===== src/rtl/bir_pkg.sv =====
package bir_pkg;
  typedef enum logic [1:0] {
    ST_IDLE = 2'd0,
    ST_WAIT = 2'd1,
    ST_RETX = 2'd2
  } bir_st_e;

  typedef enum logic [1:0] {
    RSP_NAK   = 2'd0,
    RSP_NEW   = 2'd1,
    RSP_RETX  = 2'd2,
    RSP_STALL = 2'd3
  } bir_rsp_e;

  localparam int unsigned RSP_W = 2;
endpackage


===== src/rtl/bir_rst_sync.sv =====
module bir_rst_sync #(
  parameter int unsigned STAGES = 2
) (
  input  logic clk,
  input  logic rst_n,
  output logic rst_sn
);
  logic [STAGES-1:0] sync_q;
  logic [STAGES-1:0] sync_d;

  always_comb begin
    sync_d = {sync_q[STAGES-2:0], 1'b1};
  end

  always_ff @(posedge clk or negedge rst_n) begin
    if (!rst_n) sync_q <= '0;
    else        sync_q <= sync_d;
  end

  assign rst_sn = sync_q[STAGES-1];
endmodule


===== src/rtl/bir_track.sv =====
module bir_track
  import bir_pkg::*;
(
  input  logic    clk,
  input  logic    rst_n,
  input  logic    pkt_sent,
  input  logic    pkt_eot,
  input  logic    host_ack,
  input  logic    host_tmo,
  output bir_st_e st_q,
  output logic    eot_q,
  output logic    ack_evt,
  output logic    rewind_p,
  output logic    advance_p
);
  bir_st_e st_d;
  logic    eot_d;
  logic    tmo_evt;
  logic    st_en;

  // acknowledge beats timeout when both arrive together
  assign ack_evt = (st_q == ST_WAIT) && host_ack;
  assign tmo_evt = (st_q == ST_WAIT) && host_tmo && !host_ack;

  always_comb begin
    st_d  = st_q;
    eot_d = eot_q;
    unique case (st_q)
      ST_IDLE: if (pkt_sent) begin
        st_d  = ST_WAIT;
        eot_d = pkt_eot;
      end
      ST_WAIT: begin
        if (ack_evt) begin
          st_d  = ST_IDLE;
          eot_d = 1'b0;
        end else if (tmo_evt) begin
          st_d = ST_RETX;
        end
      end
      ST_RETX: if (pkt_sent) st_d = ST_WAIT;
      default: begin
        st_d  = ST_IDLE;
        eot_d = 1'b0;
      end
    endcase
  end

  assign st_en = (st_d != st_q) || (eot_d != eot_q);

  always_ff @(posedge clk or negedge rst_n) begin
    if (!rst_n) begin
      st_q  <= ST_IDLE;
      eot_q <= 1'b0;
    end else if (st_en) begin
      st_q  <= st_d;
      eot_q <= eot_d;
    end
  end

  always_ff @(posedge clk or negedge rst_n) begin
    if (!rst_n) begin
      rewind_p  <= 1'b0;
      advance_p <= 1'b0;
    end else begin
      rewind_p  <= tmo_evt;
      advance_p <= ack_evt;
    end
  end
endmodule


===== src/rtl/bir_toggle.sv =====
module bir_toggle #(
  parameter logic TGL_RST = 1'b0
) (
  input  logic clk,
  input  logic rst_n,
  input  logic ack_evt,
  output logic data_tgl
);
  logic tgl_d;

  always_comb tgl_d = ~data_tgl;

  always_ff @(posedge clk or negedge rst_n) begin
    if (!rst_n)       data_tgl <= TGL_RST;
    else if (ack_evt) data_tgl <= tgl_d;
  end
endmodule


===== src/rtl/bir_resp.sv =====
module bir_resp
  import bir_pkg::*;
(
  input  logic             clk,
  input  logic             rst_n,
  input  logic             in_tok,
  input  bir_st_e          st_q,
  input  logic             frame_avail,
  output logic             resp_vld,
  output logic [RSP_W-1:0] resp_code
);
  bir_rsp_e code_d;

  always_comb begin
    unique case (st_q)
      ST_IDLE: code_d = frame_avail ? RSP_NEW : RSP_NAK;
      ST_RETX: code_d = RSP_RETX;
      default: code_d = RSP_NAK;
    endcase
  end

  always_ff @(posedge clk or negedge rst_n) begin
    if (!rst_n) resp_vld <= 1'b0;
    else        resp_vld <= in_tok;
  end

  always_ff @(posedge clk or negedge rst_n) begin
    if (!rst_n)      resp_code <= RSP_NAK;
    else if (in_tok) resp_code <= code_d;
  end
endmodule


===== src/rtl/bir_retx_ctrl.sv =====
module bir_retx_ctrl
  import bir_pkg::*;
#(
  parameter int unsigned SYNC_STAGES = 2,
  parameter logic        TGL_RST     = 1'b0
) (
  input  logic             clk,
  input  logic             rst_n,
  input  logic             pkt_sent,
  input  logic             pkt_eot,
  input  logic             host_ack,
  input  logic             host_tmo,
  input  logic             in_tok,
  input  logic             frame_avail,
  output logic             rewind_p,
  output logic             advance_p,
  output logic             data_tgl,
  output logic             sel_retx,
  output logic             eot_held,
  output logic             new_ok,
  output logic             resp_vld,
  output logic [RSP_W-1:0] resp_code
);
  logic    rst_sn;
  bir_st_e st_q;
  logic    ack_evt;

  bir_rst_sync #(.STAGES(SYNC_STAGES)) u_rst (
    .clk(clk), .rst_n(rst_n), .rst_sn(rst_sn)
  );

  bir_track u_track (
    .clk(clk), .rst_n(rst_sn), .pkt_sent(pkt_sent), .pkt_eot(pkt_eot),
    .host_ack(host_ack), .host_tmo(host_tmo), .st_q(st_q), .eot_q(eot_held),
    .ack_evt(ack_evt), .rewind_p(rewind_p), .advance_p(advance_p)
  );

  bir_toggle #(.TGL_RST(TGL_RST)) u_tgl (
    .clk(clk), .rst_n(rst_sn), .ack_evt(ack_evt), .data_tgl(data_tgl)
  );

  bir_resp u_resp (
    .clk(clk), .rst_n(rst_sn), .in_tok(in_tok), .st_q(st_q),
    .frame_avail(frame_avail), .resp_vld(resp_vld), .resp_code(resp_code)
  );

  assign sel_retx = (st_q == ST_RETX);
  assign new_ok   = (st_q == ST_IDLE) && frame_avail;
endmodule


===== config.mk =====
export PLATFORM = sky130hd
export DESIGN_NAME = bir_retx_ctrl
export DESIGN_NICKNAME = d
export VERILOG_FILES = /design/src/rtl/bir_pkg.sv /design/src/rtl/bir_rst_sync.sv /design/src/rtl/bir_track.sv /design/src/rtl/bir_toggle.sv /design/src/rtl/bir_resp.sv /design/src/rtl/bir_retx_ctrl.sv
export SDC_FILE = /design/constraint.sdc
export NUM_CORES = 1
export LEC_CHECK = 0
export ABC_AREA = 1
export BUFFER_PORTS_ARGS = -buffer_cell sky130_fd_sc_hd__buf_2
export CAP_MARGIN = 20
export CORE_MARGIN = 1
export CORE_UTILIZATION = 30
export CTS_BUF_LIST = sky130_fd_sc_hd__clkbuf_2 sky130_fd_sc_hd__clkbuf_4 sky130_fd_sc_hd__clkbuf_8
export DETAILED_ROUTE_END_ITERATION = 8
export PLACE_DENSITY = 0.51
export SLEW_MARGIN = 25
export SYNTH_ARGS = -nofsm -noshare
export SYNTH_HDL_FRONTEND = slang
export SYNTH_HIERARCHICAL = 1
export SYNTH_SLANG_ARGS = --single-unit

===== constraint.sdc =====
create_clock -name clk -period 1.5 [get_ports clk]
set_input_delay 0 -clock clk [delete_from_list [all_inputs] [get_ports clk]]
set_output_delay 0 -clock clk [all_outputs]
set_load 0.03 [all_outputs]

# Word level (Yosys, flattened, before mapping)
# Cells that the tools add are included.
# op_classes
n_eq_ne	4
mux	9
bitwise	1
reduce_logical	8
# op_table
operator	n
$pmux W2 S2	2
$mux W2	3
$logic_and A1 B1 Y1	4
$mux W1	3
$pmux W1 S3	1
$eq A2 B1 Y1 const B	1
$eq A2 B2 Y1 const B	1
$logic_not A2 Y1	1
$ne A2 B2 Y1	1
$reduce_or A2 Y1	1
$logic_not A1 Y1	1
$logic_or A1 B1 Y1	1
$ne A1 B1 Y1	1
$not A1 Y1	1
# totals
reg_bits	11
input_bits	8
output_inout_bits	9
elab_cells	30

# Depth between registers and ports, before layout
# Gate-level depths: netlist of run 1.
# depth
word_depth	8
depth_mapped	5
depth_no_buf	5

# Modules after synthesis
# Netlist of run 1, hierarchy kept.
# by_module_without_submodules
module	n_inst	cells_each	area_per_inst_um2	seq_area_each_um2
bir_track	1	26	220.2	125.1
bir_resp	1	13	115.1	75.1
bir_rst_sync	1	3	53.8	50.0
bir_toggle	1	6	43.8	25.0
bir_retx_ctrl	1	5	21.3	0.0

# Worst setup path before layout of run 1
# OpenSTA, ideal clock, no wires.
# synth_timing
path_type	reg2reg
from	register u_track.st_q[1]
to	register u_tgl.data_tgl
arrival_time_ps	892
required_ps	1382
path_slack_ps	490
stages_incl_launch_ff	5
n_path_buf	0
period_less_slack_ps	1010
path_cell_list	dfrtp_1 > nor3_1 > inv_1 > nand2_1 > nand2_1
# synth_between
elab_chain_cells	2
# synth_rtl
item	line	source
start, declared	bir_track.sv:10	output bir_st_e st_q,
start signal, assigned	bir_track.sv:56	st_q <= st_d;
$eq A2 B1 Y1	bir_track.sv:22	assign ack_evt = (st_q == ST_WAIT) && host_ack;
$logic_and A1 B1 Y1	bir_track.sv:22	
named net ack_evt	bir_retx_ctrl.sv:26	logic ack_evt;
end signal, assigned	bir_toggle.sv:15	else if (ack_evt) data_tgl <= tgl_d;
end, declared	bir_toggle.sv:7	output logic data_tgl
# The timed path passes the listed nets, and every way through them passes these cells.
# A chain may end at the register's enable or synchronous reset.

# Worst setup path after layout of run 1
# layout_timing
from	register u_track.st_q[1]
to	register u_track.st_q[0]
# layout_between
elab_chain_cells	8
elab_cells_between_ends	16
classes_between	eq/ne (4); mux (6); reduce/logical (6)
# layout_rtl
item	line	source
$eq A2 B1 Y1	bir_track.sv:22, bir_track.sv:23, bir_track.sv:28	
$logic_and A1 B1 Y1 (2 in series)	bir_track.sv:23	assign tmo_evt = (st_q == ST_WAIT) && host_tmo && !host_ack;
$mux W2	bir_track.sv:37	end else if (tmo_evt) begin
$mux W2	bir_track.sv:34	if (ack_evt) begin
$pmux W2 S2	bir_track.sv:28	unique case (st_q)
$ne A2 B2 Y1	bir_track.sv:49	assign st_en = (st_d != st_q) || (eot_d != eot_q);
$logic_or A1 B1 Y1	bir_track.sv:49	
# Several ways; a longest one is shown, not always the timed one.

==> out/qor.csv, run 1 <==
stage,metric,value,unit
outcome,status,"complete, no violations",
sta,Fmax,0.707,GHz
final_layout,Final #Nets,86,
final_layout,Area Growth Syn to Fin,37.2,%
sta,fin. max-slew vios,0,
yosys,Synth Area in Compound Gates,0.0193,
setup_path,Crit. End Element,register,
floorplanning,die boundary height,40.9,um
setup_path,reg-to-reg startpoint,u_track/st_q[1],
sta,hold slack,0.0313,ns
clock_tree,Max Buffers Root-to-Sink,2,
sta,clock skew,0.00117,ns
floorplanning,Initial Util,0.336,
clock_tree,"Reg clk slew, reported paths",0.07,ns
floorplanning,DIE AREA,1670,um^2
final_layout,Multi-input gate area,138,um^2
clock_tree,total CTS buffers,3,
floorplanning,I/O pin count,17,
global_route,global-route wire length before repair,1330,um
drt,routed len/inst,8.89,um
setup_path,CP max FO,10,
setup_path,cell depth of the worst flop-to-flop path,4,
yosys,adder-cell share of the synthesized area,0,
yosys,post-synthesis mux area share,0,
placed_design,DP Wirelength,564,um
setup_path,Worst Setup EP,u_track/st_q[0],
sta,setup ws final,0.0865,ns
sta,setup TNS,0,ns
placed_design,post-placement setup slack,0.380,ns
clock_tree,CTS root buf,clkbuf_4,
yosys,Synth cell types,11,
power_and_ir_drop,Max VDD drop,0.519,mV
final_layout,Final Core Density,0.462,
floorplanning,Core Area,1350,um^2
yosys,Mapped Cells,53,
yosys,area of the mapped netlist,454,um^2
sta,period utilization,0.942,
setup_path,CP Data Arrival Time,1.62,ns
setup_path,Crit. Startpoint,u_track/st_q[1],
setup_path,crit-path cells,nor2_2 > nand2_1 > o21ai_2 > dlygate4sd3_1,
clock_tree,clock sinks,11,
clock_tree,Worst-Skew Late Latency,0.26,ns
final_layout,diodes inserted,0,
yosys,post-synthesis xor/xnor area fraction,0,
setup_path,crit path kind,reg2reg,
power_and_ir_drop,Leak,0.368,nW
drt,vias post-DR,380,
yosys,"Seq/Total Area, Yosys",0.606,
yosys,Seq cells post-synth,11,
drt,DRC violations left,0,
setup_path,"Req. time, crit path",1.70,ns
yosys,Post-Synth Simple-Gate Area,0.275,
final_layout,"Design Area, Final",623,um^2
clock_tree,# Post-CTS Setup Buffers,0,
placed_design,Area after DPL,553,um^2
worst_hold_path,Hold Path Class,in2reg,
clock_tree,H-tree level count,1,
global_route,initial antenna violation count,0,
drt,Antenna Nets Post-Route,0,
yosys,Syn. warnings,6,
final_layout,layout cells sized above 1,0.351,
setup_path,startpoint types,register,
yosys,syn nets,61,
sta,min cycle time layout,1.41,ns
drt,initial drt markers,3,
drt,DR vias/cell,4.13,
global_route,vias in the first global route,334,
setup_path,flop2flop setup slack,0.09,ns
setup_path,RR Endpoint,u_track/st_q[0],
global_route,largest net degree at the start of global routing,11,
floorplanning,die width,40.9,um
placed_design,RD Place Congestion,0.722,
final_layout,Sequential Area,278,um^2
sta,final hold vios,0,
global_route,GRT Total Usage,0.131,
global_route,grt total ovfl,0,
sta,# setup viols final,0,
floorplanning,row count,13,
setup_path,CP peak stage delay,0.55,ns
clock_tree,CTS tree,done,
yosys,Syn Area/Cell,8.57,um^2
worst_hold_path,Hold Path Cell Cnt,4,
yosys,main combinational cell family by area after synthesis,simple AND/OR/NAND/NOR gates,
sta,unrepaired setup endpoints after global routing,no,
final_layout,FILL cells,136,
power_and_ir_drop,Power per Cell Area,1190,nW/um^2
drt,WL final,818,um
drt,DRT Pass-1 Iters,4,
placed_design,Port Buffers,16,
flow_run,max-cap violations,0,
setup_path,slowest library cell on the worst path,dlygate4sd3_1,
[synth_stat cells (all sizes together)]
| cell | number | share of area |
|---|---|---|
| nand4 | 1 | 0.014 |
| nor2 | 6 | 0.066 |
| nand2 | 17 | 0.14 |
| dfrtp | 11 | 0.61 |
| nand3 | 4 | 0.044 |
| inv | 11 | 0.091 |
| o21ai | 1 | 0.019 |
| conb | 1 | 0.0083 |
| nor3 | 1 | 0.011 |
[registers in the layout (all words and copies together) (netlist names)]
signal             cells
u_track/st_q           2
u_track/eot_q          1
u_rst/sync_q           2
u_resp/resp_code       2
u_resp/resp_vld        1
u_track/rewind_p       1
u_tgl/data_tgl         1
u_track/advance_p      1
[power by group]
group / internal [W] / switching [W] / total, W
clock: 0.0000985 / 0.000104 / 0.000203
combinational: 0.0000609 / 0.000116 / 0.000177
sequential: 0.000331 / 0.0000339 / 0.000365
total: 0.000490 / 0.000254 / 0.000744
[final cells by class]
type / instances / share of cell area
Clock buffer: 3 / 0.0361
Tap cell: 15 / 0.0301
Sequential cell: 11 / 0.446
Clock inverter: 1 / 0.00803
Inverter: 11 / 0.0663
Timing Repair Buffer: 20 / 0.193
Multi-Input combinational cell: 31 / 0.221
[logic make-up after synthesis]
| group | after synthesis |
|---|---|
| and+or+nand+nor | 29 |
| AOI/OAI and AO/OA | 1 |
| other | 1 |
| DFF | 11 |
| buffers and inverters | 11 |
[layer usage]
metal,routed length (um),vias to the layer above,GRT usage
met2,344,15,0.184
met3,45,2,0.0326
li1,-,203,-
met5,0,-,0
met4,12,0,0.125
met1,415,160,0.158
[worst max-delay path, delay by kind of cell, from the launching register on]
kind	cells	cell delay, ns
DFF	1	0.48
and+or+nand+nor	2	0.22
AOI/OAI and AO/OA	1	0.10
buffers and inverters	1	0.55
[cell usage in the layout (no fill, tap or decap)]
| master | Yosys | final |
|---|---|---|
| clkinv_2 | 0 | 1 |
| nand4_1 | 1 | 1 |
| nand2_1 | 17 | 17 |
| nand3_1 | 4 | 4 |
| inv_1 | 10 | 10 |
| buf_2 | 0 | 16 |
| clkbuf_4 | 0 | 3 |
| nor2_1 | 3 | 3 |
| conb_1 | 1 | 1 |
| inv_2 | 1 | 1 |
| dfrtp_2 | 0 | 2 |
| nor2_2 | 3 | 3 |
| dfrtp_1 | 11 | 9 |
| o21ai_2 | 1 | 1 |
| dlygate4sd3_1 | 0 | 4 |
| nor3_1 | 1 | 1 |
[how the worst min path moves through the flow]
stage                            endpoint  startpoint
final                     u_track/st_q[1]    pkt_sent
after global routing      u_rst/sync_q[1]       rst_n
after CTS                 u_rst/sync_q[0]       rst_n
after detailed placement  u_rst/sync_q[1]       rst_n
after global placement    u_rst/sync_q[0]       rst_n
after floorplan           u_rst/sync_q[0]       rst_n
[what timing repair did]
| item | 4_1_cts | 5_1_grt |
|---|---|---|
| endpoints found under the setup margin | 0 | 1 |
| gates resized for setup | 0 | 2 |
| hold endpoints to repair | 4 | 0 |
| hold buffers | 4 | 0 |
[stage by stage]
step	instances	total power [W]
3_5_place_dp	84	0.000537
4_1_cts	92	0.000752
5_1_grt	92	0.000802
6_report	92	0.000744
3_3_place_gp	84	0.000537
2_1_floorplan	53	0.000482
No activity file was read; power rests on OpenSTA's default activity.
==> run 2: changes to the inputs <==
GPL_TIMING_DRIVEN = 0   (was unset)
PLACE_DENSITY = 0.52   (was 0.51)
SYNTH_HIERARCHICAL = unset   (was 1)
==> run 2 against run 1 <==
  * Worst setup slack gained 0.030 ns
  * Sequential share of layout area grew 1.7 points
  * Register-to-register slack gained 0.03 ns
  * Power grew 1.1%
  * Largest power group unchanged
  * Cell count shrank 8.7%
  * Synthesized cell count shrank 17%
  * Fmax grew 2.2%
  * Design area shrank 4.6%
  * Count of clock-buffer cells in the layout grew 1
  * Via count shrank 5.3%
==> out/qor.csv, run 2 <==
stage,metric,value,unit
placed_design,Port Buffers,16,
clock_tree,"Reg clk slew, reported paths",0.07,ns
power_and_ir_drop,Leak,0.339,nW
final_layout,"Design Area, Final",594,um^2
yosys,area of the mapped netlist,415,um^2
global_route,vias in the first global route,272,
power_and_ir_drop,Max VDD drop,0.799,mV
sta,setup ws final,0.117,ns
sta,Fmax,0.723,GHz
yosys,Post-synth EDFFs,0,
drt,Antenna Nets Post-Route,0,
floorplanning,I/O pin count,17,
drt,routed len/inst,8.75,um
floorplanning,DIE AREA,1540,um^2
placed_design,RD Place Congestion,0.716,
global_route,initial antenna violation count,0,
sta,clock skew,0.00189,ns
sta,setup TNS,0,ns
clock_tree,Worst-Skew Late Latency,0.26,ns
power_and_ir_drop,Power per Cell Area,1270,nW/um^2
sta,fin. max-slew vios,0,
final_layout,Final #Nets,78,
floorplanning,Initial Util,0.319,
worst_hold_path,Hold Path Cell Cnt,3,
setup_path,CP peak stage delay,0.56,ns
drt,initial drt markers,19,
clock_tree,clock sinks,11,
clock_tree,Max Buffers Root-to-Sink,2,
yosys,ys flop type,dfrtp_1,
yosys,syn nets,52,
floorplanning,die boundary height,39.2,um
yosys,Synth cell types,10,
global_route,largest net degree at the start of global routing,10,
setup_path,flop2flop setup slack,0.12,ns
final_layout,"commonest non-fill, non-tap cell in the layout",buf_2,
setup_path,crit-path cells,inv_1 > nand3_1 > o21ai_0 > dlygate4sd3_1,
global_route,global-route wire length before repair,1080,um
setup_path,crit path kind,reg2reg,
yosys,Syn Area/Cell,9.44,um^2
clock_tree,CTS tree,done,
setup_path,Crit. End Element,register,
final_layout,layout cells sized above 1,0.290,
yosys,Synth area leader,dfrtp_1,
clock_tree,CTS root buf,clkbuf_4,
floorplanning,die width,39.2,um
yosys,Synth top area share,0.663,
placed_design,DP Wirelength,539,um
yosys,Area contributors post-synth,"dfrtp_1 (66%), nand2_1 (9.9%), inv_1 (6.3%)",
final_layout,diodes inserted,0,
sta,final hold vios,0,
drt,DR vias/cell,4.29,
outcome,status,"complete, no violations",
sta,period utilization,0.922,
yosys,"Seq/Total Area, Yosys",0.663,
global_route,grt total ovfl,0,
placed_design,Area after DPL,514,um^2
power_and_ir_drop,total power,0.000753,W
yosys,Synth top cells by count,"dfrtp_1 (11), nand2_1 (11), inv_1 (7)",
setup_path,slowest library cell on the worst path,dlygate4sd3_1,
final_layout,leading registers by flop count,"u_resp.resp_code x2, u_rst.sync_q x2, u_track.st_q x2",
clock_tree,total CTS buffers,3,
yosys,Syn. warnings,0,
placed_design,post-placement setup slack,0.601,ns
sta,unrepaired setup endpoints after global routing,no,
drt,DRT Pass-1 Iters,4,
worst_hold_path,Hold Path Class,in2reg,
setup_path,cell depth of the worst flop-to-flop path,4,
global_route,GRT Total Usage,0.112,
drt,vias post-DR,360,
setup_path,CP Data Arrival Time,1.58,ns
yosys,Seq cells post-synth,11,
flow_run,max-cap violations,0,
setup_path,startpoint types,register,
final_layout,"commonest cells after routing, fill and taps aside","buf_2 (16), nand2_1 (11), dfrtp_1 (11), inv_1 (7)",
drt,DRC violations left,0,
setup_path,"Req. time, crit path",1.70,ns
floorplanning,row count,13,
setup_path,CP max FO,5,
floorplanning,Core Area,1300,um^2
clock_tree,H-tree level count,1,
drt,WL final,735,um
final_layout,Area Growth Syn to Fin,43.1,%
yosys,share of flip-flops with an asynchronous set or reset,1.00,
clock_tree,# Post-CTS Setup Buffers,0,
sta,hold slack,0.0191,ns
yosys,Mapped Cells,44,
sta,min cycle time layout,1.38,ns
sta,# setup viols final,0,
## run 2: area by class of cell
type                       count  area (um^2)
sequential                    11          275
inverter                       7         26.3
multi-input combinational     26          114
timing repair buffer          21          130
tap                           15         18.8
clock buffer                   4         30.0
fill                         141          707
## run 2: cell families (layout without fill, tap and decap cells)
family          after synthesis  after routing  synth area share
buf+inv                       7             32            0.0633
compound gates                3              3            0.0361
other cells                   1              1           0.00903
simple gates                 21             21             0.208
xor+xnor                      1              1            0.0211
flops                        11             11             0.663
## run 2: path summary, 6_finish.rpt
kind	endpoint	from
min in group asynchronous	u_rst.sync_q[0]	rst_n
min reg2reg	u_resp.resp_code[0]	u_rst.sync_q[1]
min	u_track.advance_p	host_ack
max reg2reg	u_track.st_q[0]	u_track.st_q[1]
max in group asynchronous	u_track.st_q[1]	u_rst.sync_q[1]
max	u_track.st_q[0]	u_track.st_q[1]
## run 2: critical path, delay by kind of cell, from the launching register on
kind            cells  cell delay, ns
simple gates        1            0.08
compound gates      1            0.14
buf+inv             2            0.69
flops               1            0.40
## run 2: power breakdown
group	internal [W]	switching [W]	leakage (nW)	total (W)
Combinational	0.0000637	0.000114	0.183	0.000178
Clock	0.000121	0.0000930	0.0184	0.000214
Sequential	0.000333	0.0000282	0.138	0.000361
Total	0.000518	0.000235	0.339	0.000753
## run 2: per-stage QoR
step                      utilization  std cells
after floorplan                     -         44
after global placement          0.395         75
after detailed placement        0.395         75
after CTS                       0.457         84
after global routing            0.457         84
final                           0.457         84
## run 2: per-layer routing
metal	GRT usage	part of all wire	up-vias
met5	0	0	-
met4	0.0517	0.011	0
met3	0.0694	0.086	2
met2	0.150	0.46	19
met1	0.138	0.45	155
li1	-	-	184
## run 2: timing repair
item	CTS	global route
endpoints found under the setup margin	0	0
hold buffers	5	0
hold endpoints to repair	8	0
gates resized for setup	0	0
==> run 3: changes to the inputs <==
--- a/config.mk
+++ b/config.mk
@@ -7,5 +7,3 @@
 export LEC_CHECK = 0
-export ABC_AREA = 1
 export BUFFER_PORTS_ARGS = -buffer_cell sky130_fd_sc_hd__buf_2
-export CAP_MARGIN = 20
 export CORE_MARGIN = 1
==> constraint.sdc (replaced) <==
create_clock -name clk -period 1.5 [get_ports clk]
set_input_delay 0.15 -clock clk [delete_from_list [all_inputs] [get_ports clk]]
set_output_delay 0.15 -clock clk [all_outputs]
set_load 0.03 [all_outputs]
==> run 3 against run 2 <==
  * Wire length increased by 1.1%
  * Register-to-register slack improved by 0.35 ns
  * Power increased by 0.86%
  * Critical path depth decreased by 1
  * Sequential share of layout area increased by 2.9 points
  * Area after synthesis increased by 1.2%
  * Synthesized cell count decreased by 32%
  * Non-clock buffer count decreased by 4
  * Die area increased by 1.2%
  * Largest power group unchanged
==> out/qor.csv, run 3 <==
stage,metric,value,unit
yosys,Synth area leader,dfrtp_1,
floorplanning,Core Area,1300,um^2
floorplanning,die width,39.4,um
global_route,initial antenna violation count,0,
yosys,"Seq/Total Area, Yosys",0.655,
clock_tree,CTS tree,done,
yosys,Syn Area/Cell,14.0,um^2
global_route,largest net degree at the start of global routing,10,
sta,hold slack,0.0549,ns
placed_design,DP Wirelength,603,um
yosys,share of flip-flops with an asynchronous set or reset,1.00,
yosys,syn nets,38,
power_and_ir_drop,total power,0.000759,W
drt,vias post-DR,281,
worst_hold_path,Hold Path Class,in2reg,
clock_tree,# Post-CTS Setup Buffers,0,
global_route,GRT Max-Usage Layer,met2,
clock_tree,total CTS buffers,3,
outcome,status,"complete, no violations",
placed_design,Port Buffers,16,
setup_path,Top delay family on crit path,flip-flops,
yosys,most numerous cell in the Yosys netlist,dfrtp_1,
sta,final hold vios,0,
clock_tree,H-tree level count,1,
global_route,global-route wire length before repair,1090,um
setup_path,startpoint types,register,
sta,setup TNS,0,ns
yosys,Mapped Cells,30,
yosys,Synth cell types,16,
drt,DRC violations left,0,
clock_tree,clock sinks,11,
drt,Antenna Nets Post-Route,0,
final_layout,FILL cells,136,
final_layout,Area Growth Syn to Fin,33.0,%
yosys,area of the mapped netlist,420,um^2
sta,fin. max-slew vios,0,
yosys,Synth top area share,0.655,
global_route,GR Layer Usage met3,0.0341,
yosys,Area contributors post-synth,"dfrtp_1 (65%), and2_4 (4.2%), xor2_2 (3.9%)",
final_layout,Final #Nets,60,
sta,min cycle time layout,1.37,ns
final_layout,"commonest non-fill, non-tap cell in the layout",buf_2,
final_layout,diodes inserted,0,
setup_path,CP peak stage delay,0.42,ns
setup_path,worst path bufs/invs,1,
global_route,GRT Total Usage,0.112,
setup_path,CP max FO,4,
power_and_ir_drop,Leak,0.316,nW
clock_tree,Worst-Skew Late Latency,0.26,ns
global_route,met2 usage,0.176,
setup_path,slowest library cell on the worst path,dfrtp_1,
sta,unrepaired setup endpoints after global routing,no,
floorplanning,die boundary height,39.4,um
setup_path,CP Data Arrival Time,1.22,ns
placed_design,RD Place Congestion,0.683,
placed_design,Placed Instances,61,
setup_path,Crit. End Element,output pin,
global_route,vias in the first global route,269,
setup_path,"Req. time, crit path",1.35,ns
final_layout,"Design Area, Final",559,um^2
floorplanning,DIE AREA,1560,um^2
global_route,grt total ovfl,0,
setup_path,crit path kind,reg2out,
floorplanning,Initial Util,0.323,
yosys,ys flop type,dfrtp_1,
yosys,Syn. warnings,0,
floorplanning,row count,13,
yosys,Synth top cells by count,"dfrtp_1 (11), and2_4 (2), inv_1 (2), nand3_1 (2), nor2_1 (2)",
drt,initial drt markers,1,
power_and_ir_drop,Power per Cell Area,1360,nW/um^2
sta,clock skew,0.00337,ns
flow_run,max-cap violations,0,
drt,DR vias/cell,4.26,
final_layout,Final Non-Filler Cells,66,
drt,DRT Pass-1 Iters,3,
yosys,Post-synth EDFFs,0,
drt,routed len/inst,11.3,um
power_and_ir_drop,Max VDD drop,0.585,mV
clock_tree,"Reg clk slew, reported paths",0.07,ns
final_layout,layout cells sized above 1,0.510,
sta,period utilization,0.914,
yosys,Seq cells post-synth,11,
global_route,met1 Resource Use GR,0.128,
clock_tree,CTS root buf,clkbuf_4,
drt,WL final,743,um
setup_path,crit-path cells,nor2_1 > and2_4 > buf_2,
placed_design,Area after DPL,519,um^2
sta,Fmax,0.729,GHz
final_layout,leading registers by flop count,"u_resp.resp_code x2, u_rst.sync_q x2, u_track.st_q x2",
floorplanning,I/O pin count,17,
final_layout,"commonest cells after routing, fill and taps aside","buf_2 (16), dfrtp_1 (11), clkbuf_4 (4)",
clock_tree,Max Buffers Root-to-Sink,2,
sta,# setup viols final,0,
[run 3: cell type report]
type / instances / area, um^2 / area share
tap: 15 / 18.8 / 0.0336
clock buffer: 4 / 30.0 / 0.0537
sequential: 11 / 275 / 0.492
multi-input combinational: 17 / 138 / 0.246
timing repair buffer: 17 / 90.1 / 0.161
inverter: 2 / 7.51 / 0.0134
[run 3: final timing paths]
path | start | to | slack (ns) | depth (start not counted)
max in group asynchronous | u_rst.sync_q[1] | u_resp.resp_code[0] | 1.10 | 0
hold / removal | in_tok | u_resp.resp_vld | 0.05 | 1
setup / recovery | u_track.st_q[1] | new_ok | 0.13 | 3
setup reg to reg | u_track.st_q[1] | u_resp.resp_code[0] | 0.47 | 3
min in group asynchronous | u_rst.sync_q[1] | u_resp.resp_code[1] | 0.14 | 0
hold reg to reg | u_rst.sync_q[1] | u_resp.resp_code[1] | 0.14 | 0
[run 3: stage by stage]
stage,setup slack (ns),util
6_report,0.129,0.430
4_1_cts,0.124,0.430
2_1_floorplan,0.418,-
3_5_place_dp,0.419,0.399
5_1_grt,0.0630,0.430
3_3_place_gp,0.437,0.399
[run 3: logic make-up after synthesis]
group,Yosys count,synth area share
AND/OR/NAND/NOR,10,0.161
buffers and inverters,2,0.0179
flip-flops,11,0.655
other,1,0.00892
AO/OA/AOI/OAI,3,0.0566
multiplexers,2,0.0625
XOR/XNOR,1,0.0387
[run 3: per-layer routing]
layer / routed length (um) / part of all wire
met1: 330 / 0.44
met5: 0 / 0
met3: 52 / 0.070
met4: 0 / 0
met2: 360 / 0.48
[run 3: report_power, final]
part           internal [W]  switching (W)
combinational     0.0000701       0.000112
sequential         0.000334      0.0000317
clock              0.000121      0.0000911
total              0.000524       0.000235
[run 3: timing repair]
item,CTS,global route
resized for setup,0,0
hold buffers,1,0
endpoints found under the hold margin,2,0
[run 3: worst register-to-register path, stage by stage, from the launching register on]
cell and delay, ns:
dfrtp_1 0.40, nor2_1 0.09, and2_4 0.16, mux2_4 0.25
